**config.mk**
```make
export PLATFORM = sky130hd
export DESIGN_NAME = spi_regio
export DESIGN_NICKNAME = d
export VERILOG_FILES = /design/src/rtl/spi_regio_pkg.sv /design/src/rtl/spi_regio_timer.sv /design/src/rtl/spi_regio_shift.sv /design/src/rtl/spi_regio.sv
export SDC_FILE = /design/constraint.sdc
export NUM_CORES = 1
export LEC_CHECK = 0
export ABC_AREA = 1
export CELL_PAD_IN_SITES_DETAIL_PLACEMENT = 1
export CELL_PAD_IN_SITES_GLOBAL_PLACEMENT = 2
export CORE_AREA = 2 2 93 95
export CTS_CLUSTER_SIZE = 25
export DETAILED_ROUTE_END_ITERATION = 8
export DIE_AREA = 0 0 95 97
export DONT_BUFFER_PORTS = 1
export HOLD_SLACK_MARGIN = 0.05
export PLACE_DENSITY = 0.7
export SETUP_SLACK_MARGIN = 0.5
export SLEW_MARGIN = 10
export SYNTH_ARGS = -nofsm -noshare
export SYNTH_HDL_FRONTEND = slang
export SYNTH_SLANG_ARGS = --single-unit
```
**constraint.sdc**
```tcl
create_clock -name clk -period 1.59 [get_ports clk]
set_input_delay 0.159 -clock clk [delete_from_list [all_inputs] [get_ports clk]]
set_output_delay 0.159 -clock clk [all_outputs]
set_load 0.1 [all_outputs]
```
**src/rtl/spi_regio_pkg.sv**
```systemverilog
package spi_regio_pkg;

  localparam int ADDR_W     = 5;
  localparam int BYTE_W     = 8;
  localparam int FRAME_BITS = 2 * BYTE_W;

  typedef enum logic [2:0] {
    PH_IDLE,
    PH_LEAD,
    PH_HIGH,
    PH_LOW,
    PH_GAP
  } phase_t;

  // Command byte: register number in the upper five bits, direction in bit 1.
  function automatic logic [BYTE_W-1:0] make_cmd(input logic [ADDR_W-1:0] addr,
                                                 input logic              wr);
    make_cmd = {addr, 1'b0, wr, 1'b0};
  endfunction

  // Full two-byte frame as shifted out, command first.
  function automatic logic [FRAME_BITS-1:0] make_frame(input logic [ADDR_W-1:0] addr,
                                                       input logic              wr,
                                                       input logic [BYTE_W-1:0] wdata);
    make_frame = {make_cmd(addr, wr), (wr ? wdata : {BYTE_W{1'b0}})};
  endfunction

endpackage

```
**src/rtl/spi_regio_timer.sv**
```systemverilog
module spi_regio_timer #(
  parameter int CNT_W = 8
) (
  input  logic             clk,
  input  logic             rst_n,
  input  logic             load,
  input  logic [CNT_W-1:0] len,
  output logic             expired
);

  logic [CNT_W-1:0] cnt_q;

  always_ff @(posedge clk) begin
    if (!rst_n)              cnt_q <= '0;
    else if (load)           cnt_q <= len - CNT_W'(1);
    else if (cnt_q != '0)    cnt_q <= cnt_q - CNT_W'(1);
  end

  assign expired = (cnt_q == '0);

  // Each phase starts from its full length (phase lengths, R6).
  p_timer_reload_r6: assert property (@(posedge clk) disable iff (!rst_n)
    load |=> (cnt_q == $past(len) - CNT_W'(1)));

endmodule

```
**src/rtl/spi_regio_shift.sv**
```systemverilog
module spi_regio_shift #(
  parameter int W = 16
) (
  input  logic         clk,
  input  logic         rst_n,
  input  logic         load,
  input  logic [W-1:0] load_data,
  input  logic         rise,
  input  logic         fall,
  input  logic         miso,
  output logic         mosi,
  output logic [W-1:0] rx
);

  logic [W-1:0] tx_q;
  logic [W-1:0] rx_q;

  always_ff @(posedge clk) begin
    if (!rst_n) begin
      tx_q <= '0;
      rx_q <= '0;
    end else if (load) begin
      tx_q <= load_data;
      rx_q <= '0;
    end else begin
      if (rise) rx_q <= {rx_q[W-2:0], miso};
      if (fall) tx_q <= {tx_q[W-2:0], 1'b0};
    end
  end

  assign mosi = tx_q[W-1];
  assign rx   = rx_q;

  // Sampling and shifting never fall on the same edge.
  p_edge_exclusive_r3: assert property (@(posedge clk) disable iff (!rst_n)
    !(rise && fall));

  // Nothing is loaded during a bit phase.
  p_load_alone_r8: assert property (@(posedge clk) disable iff (!rst_n)
    load |-> !(rise || fall));

endmodule

```
**src/rtl/spi_regio.sv**
```systemverilog
module spi_regio #(
  parameter int LEAD_CYC = 4,
  parameter int HIGH_CYC = 3,
  parameter int LOW_CYC  = 3,
  parameter int GAP_CYC  = 25
) (
  input  logic       clk,
  input  logic       rst_n,
  input  logic       req_valid,
  input  logic       req_write,
  input  logic [4:0] req_addr,
  input  logic [7:0] req_wdata,
  output logic       ready,
  output logic       done,
  output logic [7:0] rsp_status,
  output logic [7:0] rsp_rdata,
  output logic       ss_n,
  output logic       sclk,
  output logic       mosi,
  input  logic       miso
);
  import spi_regio_pkg::*;

  localparam int MAX_A = (LEAD_CYC > HIGH_CYC) ? LEAD_CYC : HIGH_CYC;
  localparam int MAX_B = (LOW_CYC > GAP_CYC) ? LOW_CYC : GAP_CYC;
  localparam int MAX_C = (MAX_A > MAX_B) ? MAX_A : MAX_B;
  localparam int CNT_W = $clog2(MAX_C + 1);
  localparam int BIT_W = $clog2(FRAME_BITS + 1);

  phase_t             phase_q;
  logic               ss_q, sclk_q, done_q;
  logic [BIT_W-1:0]   nfall_q;
  logic [BIT_W-1:0]   nrise_q;
  logic [BYTE_W-1:0]  stat_q, rdat_q;

  // Named events between the sequencer, the timer and the shifter.
  logic               start_ev, rise_ev, fall_ev, close_ev, finish_ev;
  logic               tm_load, tm_exp;
  logic [CNT_W-1:0]   tm_len;
  logic [FRAME_BITS-1:0] rx_bits;
  logic               last_bit;

  assign last_bit = (nfall_q == BIT_W'(FRAME_BITS));

  always_comb begin
    start_ev  = (phase_q == PH_IDLE) && req_valid;
    rise_ev   = tm_exp && ((phase_q == PH_LEAD) || ((phase_q == PH_LOW) && !last_bit));
    fall_ev   = tm_exp && (phase_q == PH_HIGH);
    close_ev  = tm_exp && (phase_q == PH_LOW) && last_bit;
    finish_ev = tm_exp && (phase_q == PH_GAP);
    tm_load   = start_ev || rise_ev || fall_ev || close_ev;
    if (start_ev)     tm_len = CNT_W'(LEAD_CYC);
    else if (rise_ev) tm_len = CNT_W'(HIGH_CYC);
    else if (fall_ev) tm_len = CNT_W'(LOW_CYC);
    else              tm_len = CNT_W'(GAP_CYC);
  end

  spi_regio_timer #(.CNT_W(CNT_W)) u_timer (
    .clk     (clk),
    .rst_n   (rst_n),
    .load    (tm_load),
    .len     (tm_len),
    .expired (tm_exp)
  );

  spi_regio_shift #(.W(FRAME_BITS)) u_shift (
    .clk       (clk),
    .rst_n     (rst_n),
    .load      (start_ev),
    .load_data (make_frame(req_addr, req_write, req_wdata)),
    .rise      (rise_ev),
    .fall      (fall_ev),
    .miso      (miso),
    .mosi      (mosi),
    .rx        (rx_bits)
  );

  always_ff @(posedge clk) begin
    if (!rst_n) begin
      phase_q <= PH_IDLE;
      ss_q    <= 1'b1;
      sclk_q  <= 1'b0;
      done_q  <= 1'b0;
      nfall_q <= '0;
      nrise_q <= '0;
      stat_q  <= '0;
      rdat_q  <= '0;
    end else begin
      done_q <= 1'b0;
      if (start_ev) begin
        phase_q <= PH_LEAD;
        ss_q    <= 1'b0;
        nfall_q <= '0;
        nrise_q <= '0;
      end
      if (rise_ev) begin
        phase_q <= PH_HIGH;
        sclk_q  <= 1'b1;
        nrise_q <= nrise_q + BIT_W'(1);
      end
      if (fall_ev) begin
        phase_q <= PH_LOW;
        sclk_q  <= 1'b0;
        nfall_q <= nfall_q + BIT_W'(1);
      end
      if (close_ev) begin
        phase_q <= PH_GAP;
        ss_q    <= 1'b1;
      end
      if (finish_ev) begin
        phase_q <= PH_IDLE;
        done_q  <= 1'b1;
        stat_q  <= rx_bits[FRAME_BITS-1:BYTE_W];
        rdat_q  <= rx_bits[BYTE_W-1:0];
      end
    end
  end

  assign ready      = (phase_q == PH_IDLE);
  assign done       = done_q;
  assign rsp_status = stat_q;
  assign rsp_rdata  = rdat_q;
  assign ss_n       = ss_q;
  assign sclk       = sclk_q;

  // Idle line levels.
  p_idle_levels_r4: assert property (@(posedge clk) disable iff (!rst_n)
    ready |-> (ss_n && !sclk && !mosi));

  // Data held across the high phase.
  p_mosi_hold_r3: assert property (@(posedge clk) disable iff (!rst_n)
    (sclk && $past(sclk)) |-> $stable(mosi));

  // No clock outside the select window.
  p_sclk_in_window_r10: assert property (@(posedge clk) disable iff (!rst_n)
    sclk |-> !ss_n);

  // Exactly sixteen rising edges when select is released.
  p_edge_count_r10: assert property (@(posedge clk) disable iff (!rst_n)
    $rose(ss_n) |-> (nrise_q == BIT_W'(FRAME_BITS)));

  // Busy while selected.
  p_busy_no_ready_r8: assert property (@(posedge clk) disable iff (!rst_n)
    !ss_n |-> !ready);

  // Done is one cycle wide and comes with select high.
  p_done_single_r9: assert property (@(posedge clk) disable iff (!rst_n)
    done |=> !done);
  p_done_ss_high_r9: assert property (@(posedge clk) disable iff (!rst_n)
    done |-> ss_n);

endmodule

```
==> results.toml <==
[status]
outcome = "finished, violations left"
violations = "hold timing, setup timing"

[timing]
slew_violations = 0
worst_slack_ps = -117
setup_viol = 22
timing.fmax_mhz = 586
period_share_pct = 107
rsz0062_at_grt = "yes"
worstMarginPinSlew_ps = 244
final-hold-violation-count = 13
skew_ps = 6.97
whs_ps = -76.0
post-route-min-period_ps = 1710
slew_headroom_pct = 83.7

[finish]
drive_above_1_share_pct = 59.1
layout_common_cells = "nand2_1 (38), dfxtp_1 (38), buf_4 (26)"
post-route-util_pct = 58.9
diodes = 0
layout.cells.non_filler = 518
area_delta_synth_final_pct = 80.2
nNetsFinal = 430

[global_routing]
grt_antenna_before_repair = 0
gr-total-overflow = 0
grt_max_degree = 24
grt_pass1_wl_mm = 14.3
grt_use_total_pct = 20.2
first_global_vias = 2789

[critical_path]
path_cells = "nor2_4, inv_2, nor2_8, buf_6, buf_6, nand4_1, o21ai_4, nand2_1, a21oi_1"
cp-start-kind = "register"
crit_type = "register to register"
timing.rr.start = "u_timer.cnt_q[1]"
worstRegToRegCells = 9
rrSetupSlack_ps = -120
cpMostUsedCell = "buf_6"
cp_max_fo = 4
critical_path.max_stage_delay_ps = 340
endpoint_kind = "register"
crit_slowest_cell = "dfxtp_2"
critPathRequiredTime_ps = 1850
arrival_ps = 1960
r2r_end = "u_timer.cnt_q[3]"

[power_and_ir_drop]
swShare_pct = 40.2
p_seq_share_pct = 27.1
p_int_mw = 4.54
combPwrFrac_pct = 52.2
power_mw = 7.59
clock_power_share_pct = 20.7
powerDensity_mw_per_mm2 = 1590
p_sw_mw = 3.05
peakVddDrop_mv = 0.527
p_leak_nw = 1.81

[run]
drv_cap = 0

[clock_network]
cts_tree = "done"
cts_made_buffers = 9
cts_sinks = 64
cts_max_level = 3
clockBufferDepth = 2
cts_hold_buf = 16
clock_latency_ps = 350
path_clk_slew_ps = 80
root_buffer = "clkbuf_8"

[synthesis]
synth.distinct_cells = 35
syn_area_mm2 = 0.00266
synth_cells = 320
yosysSeqAreaShare_pct = 48.2
yosys_register_bits = 64
post_synth.cell_area_avg_um2 = 8.31
synth_warnings = 0
synth.net_count = 341

[drt]
drc = 0
firstDrtPassIters = 6
wire_per_inst_um = 19.6
via_per_inst = 5.05
dr.first_iter.drc_count = 76
antenna_left = 0
vias = 2618
wirelength_mm = 10.2

[placement]
dp.cells = 460
dp_hpwl_mm = 4.57
gp_congestion = 0.771
io_buffers = 0

[floorplan]
die_w_um = 95
start_util_pct = 32.7
dieHeight_um = 97
dieArea_mm2 = 0.00922
rows = 33
core-area_mm2 = 0.00813
pin_count = 39

[hold_path]
hp-class = "input port to register"
min_path_cells = 2
hp-start = "rst_n"
hold_path_end = "nfall_q[0]"
==> critical path, delay by kind of cell (launching register included) <==
kind            cells  cell delay [ps]
buf+inv             3              300
simple gates        4              590
compound gates      2              370
flops               1              340
==> stage by stage <==
stage                     cell area [um2]  TNS, ps  hold slack [ps]  setup WS [ps]
after floorplan                      2770   -16200              295           -621
after global placement               3190    -14.0              274          -14.0
after detailed placement             3190     -108              284          -95.7
after CTS                            4310    -50.8            -83.2          -50.8
after global routing                 4790    -3540            -80.6           -183
final                                4790    -1360            -76.0           -117
==> flip-flops by register name, indices dropped and copies added (netlist names) <==
signal,cells
nfall_q,5
sclk,1
done,1
phase_q,3
ss_n,1
u_shift.tx_q,16
rsp_rdata,8
u_timer.cnt_q,5
rsp_status,8
u_shift.rx,16
==> cells in the mapped netlist <==
cell type | n | share of area (%)
dfxtp_1 | 64 | 48
nand2_1 | 62 | 8.8
inv_1 | 30 | 4.2
nor2_1 | 28 | 4.0
nand3_1 | 21 | 4.0
a211oi_1 | 18 | 5.1
a21oi_1 | 13 | 2.4
a31oi_1 | 12 | 2.8
o21ai_2 | 10 | 3.3
o21ai_0 | 9 | 1.7
inv_2 | 6 | 0.85
nand2_2 | 6 | 1.4
buf_2 | 5 | 0.94
clkbuf_1 | 4 | 0.56
buf_6 | 3 | 1.3
ha_1 | 3 | 1.4
nand4_1 | 3 | 0.71
nand3_2 | 2 | 0.75
nand4_2 | 2 | 0.94
nor2_2 | 2 | 0.47
nor3_2 | 2 | 0.75
xnor2_1 | 2 | 0.66
a221oi_1 | 1 | 0.33
a31oi_2 | 1 | 0.47
buf_4 | 1 | 0.28
clkinv_1 | 1 | 0.14
clkinv_4 | 1 | 0.33
nand2_4 | 1 | 0.42
nand4_4 | 1 | 0.80
nor2_4 | 1 | 0.42
nor2_8 | 1 | 0.75
nor3_1 | 1 | 0.19
o21ai_1 | 1 | 0.19
o21bai_1 | 1 | 0.28
or2_1 | 1 | 0.24
==> routing by layer <==
| metal | vias to the layer above | track usage [%] | share of wire, % | routed length, um |
|---|---|---|---|---|
| li1 | 1250 | - | - | - |
| met1 | 1288 | 25.2 | 41 | 4160 |
| met2 | 55 | 34.4 | 53 | 5400 |
| met3 | 25 | 3.19 | 3.2 | 321 |
| met4 | 0 | 7.58 | 2.8 | 283 |
| met5 | - | 0 | 0 | 0 |
==> area by class of cell <==
type | instances | area (um2)
Inverter | 38 | 183
Clock buffer | 13 | 180
Timing Repair Buffer | 91 | 1250
Clock inverter | 2 | 35.0
Tap cell | 105 | 131
Sequential cell | 64 | 1320
Multi-Input combinational cell | 205 | 1700
Fill cell | 856 | 3340
==> logic make-up (layout without fill, tap and decap cells) <==
group / count (synthesis) / count (layout) / synth area share [%]
AO/OA/AOI/OAI: 66 / 66 / 16.6
adder cells (fa/ha/maj): 3 / 3 / 1.41
XOR/XNOR: 2 / 2 / 0.659
AND/OR/NAND/NOR: 134 / 134 / 24.5
flip-flops: 64 / 64 / 48.2
buffers and inverters: 51 / 144 / 8.61
==> how the worst max path moves through the flow <==
stage | from | to | slack (ps)
5_1_grt | u_timer.cnt_q[1] | u_timer.cnt_q[3] | -180
6_report | u_timer.cnt_q[1] | u_timer.cnt_q[3] | -120
2_1_floorplan | phase_q[2] | u_timer.cnt_q[4] | -620
3_5_place_dp | phase_q[0] | u_timer.cnt_q[4] | -100
4_1_cts | phase_q[0] | u_timer.cnt_q[4] | -50
3_3_place_gp | phase_q[1] | u_timer.cnt_q[4] | -10
==> timing repair <==
item	CTS	global route
pin swaps	21	30
resized for setup	143	84
endpoints found under the setup margin	85	79
setup buffers	11	8
endpoints found under the hold margin	42	22
cloned	4	4
==> power groups by stage <==
stage               sequential, mW  clock, mW  combinational, mW
finish                        2.06       1.58               3.96
global route                  2.08       1.66               4.17
CTS                           2.01       1.57               3.20
detailed placement            2.00          0               2.11
global placement              1.99          0               2.07
floorplan                     2.12          0               1.37
Note: power is estimated with default switching activity, not from simulation.
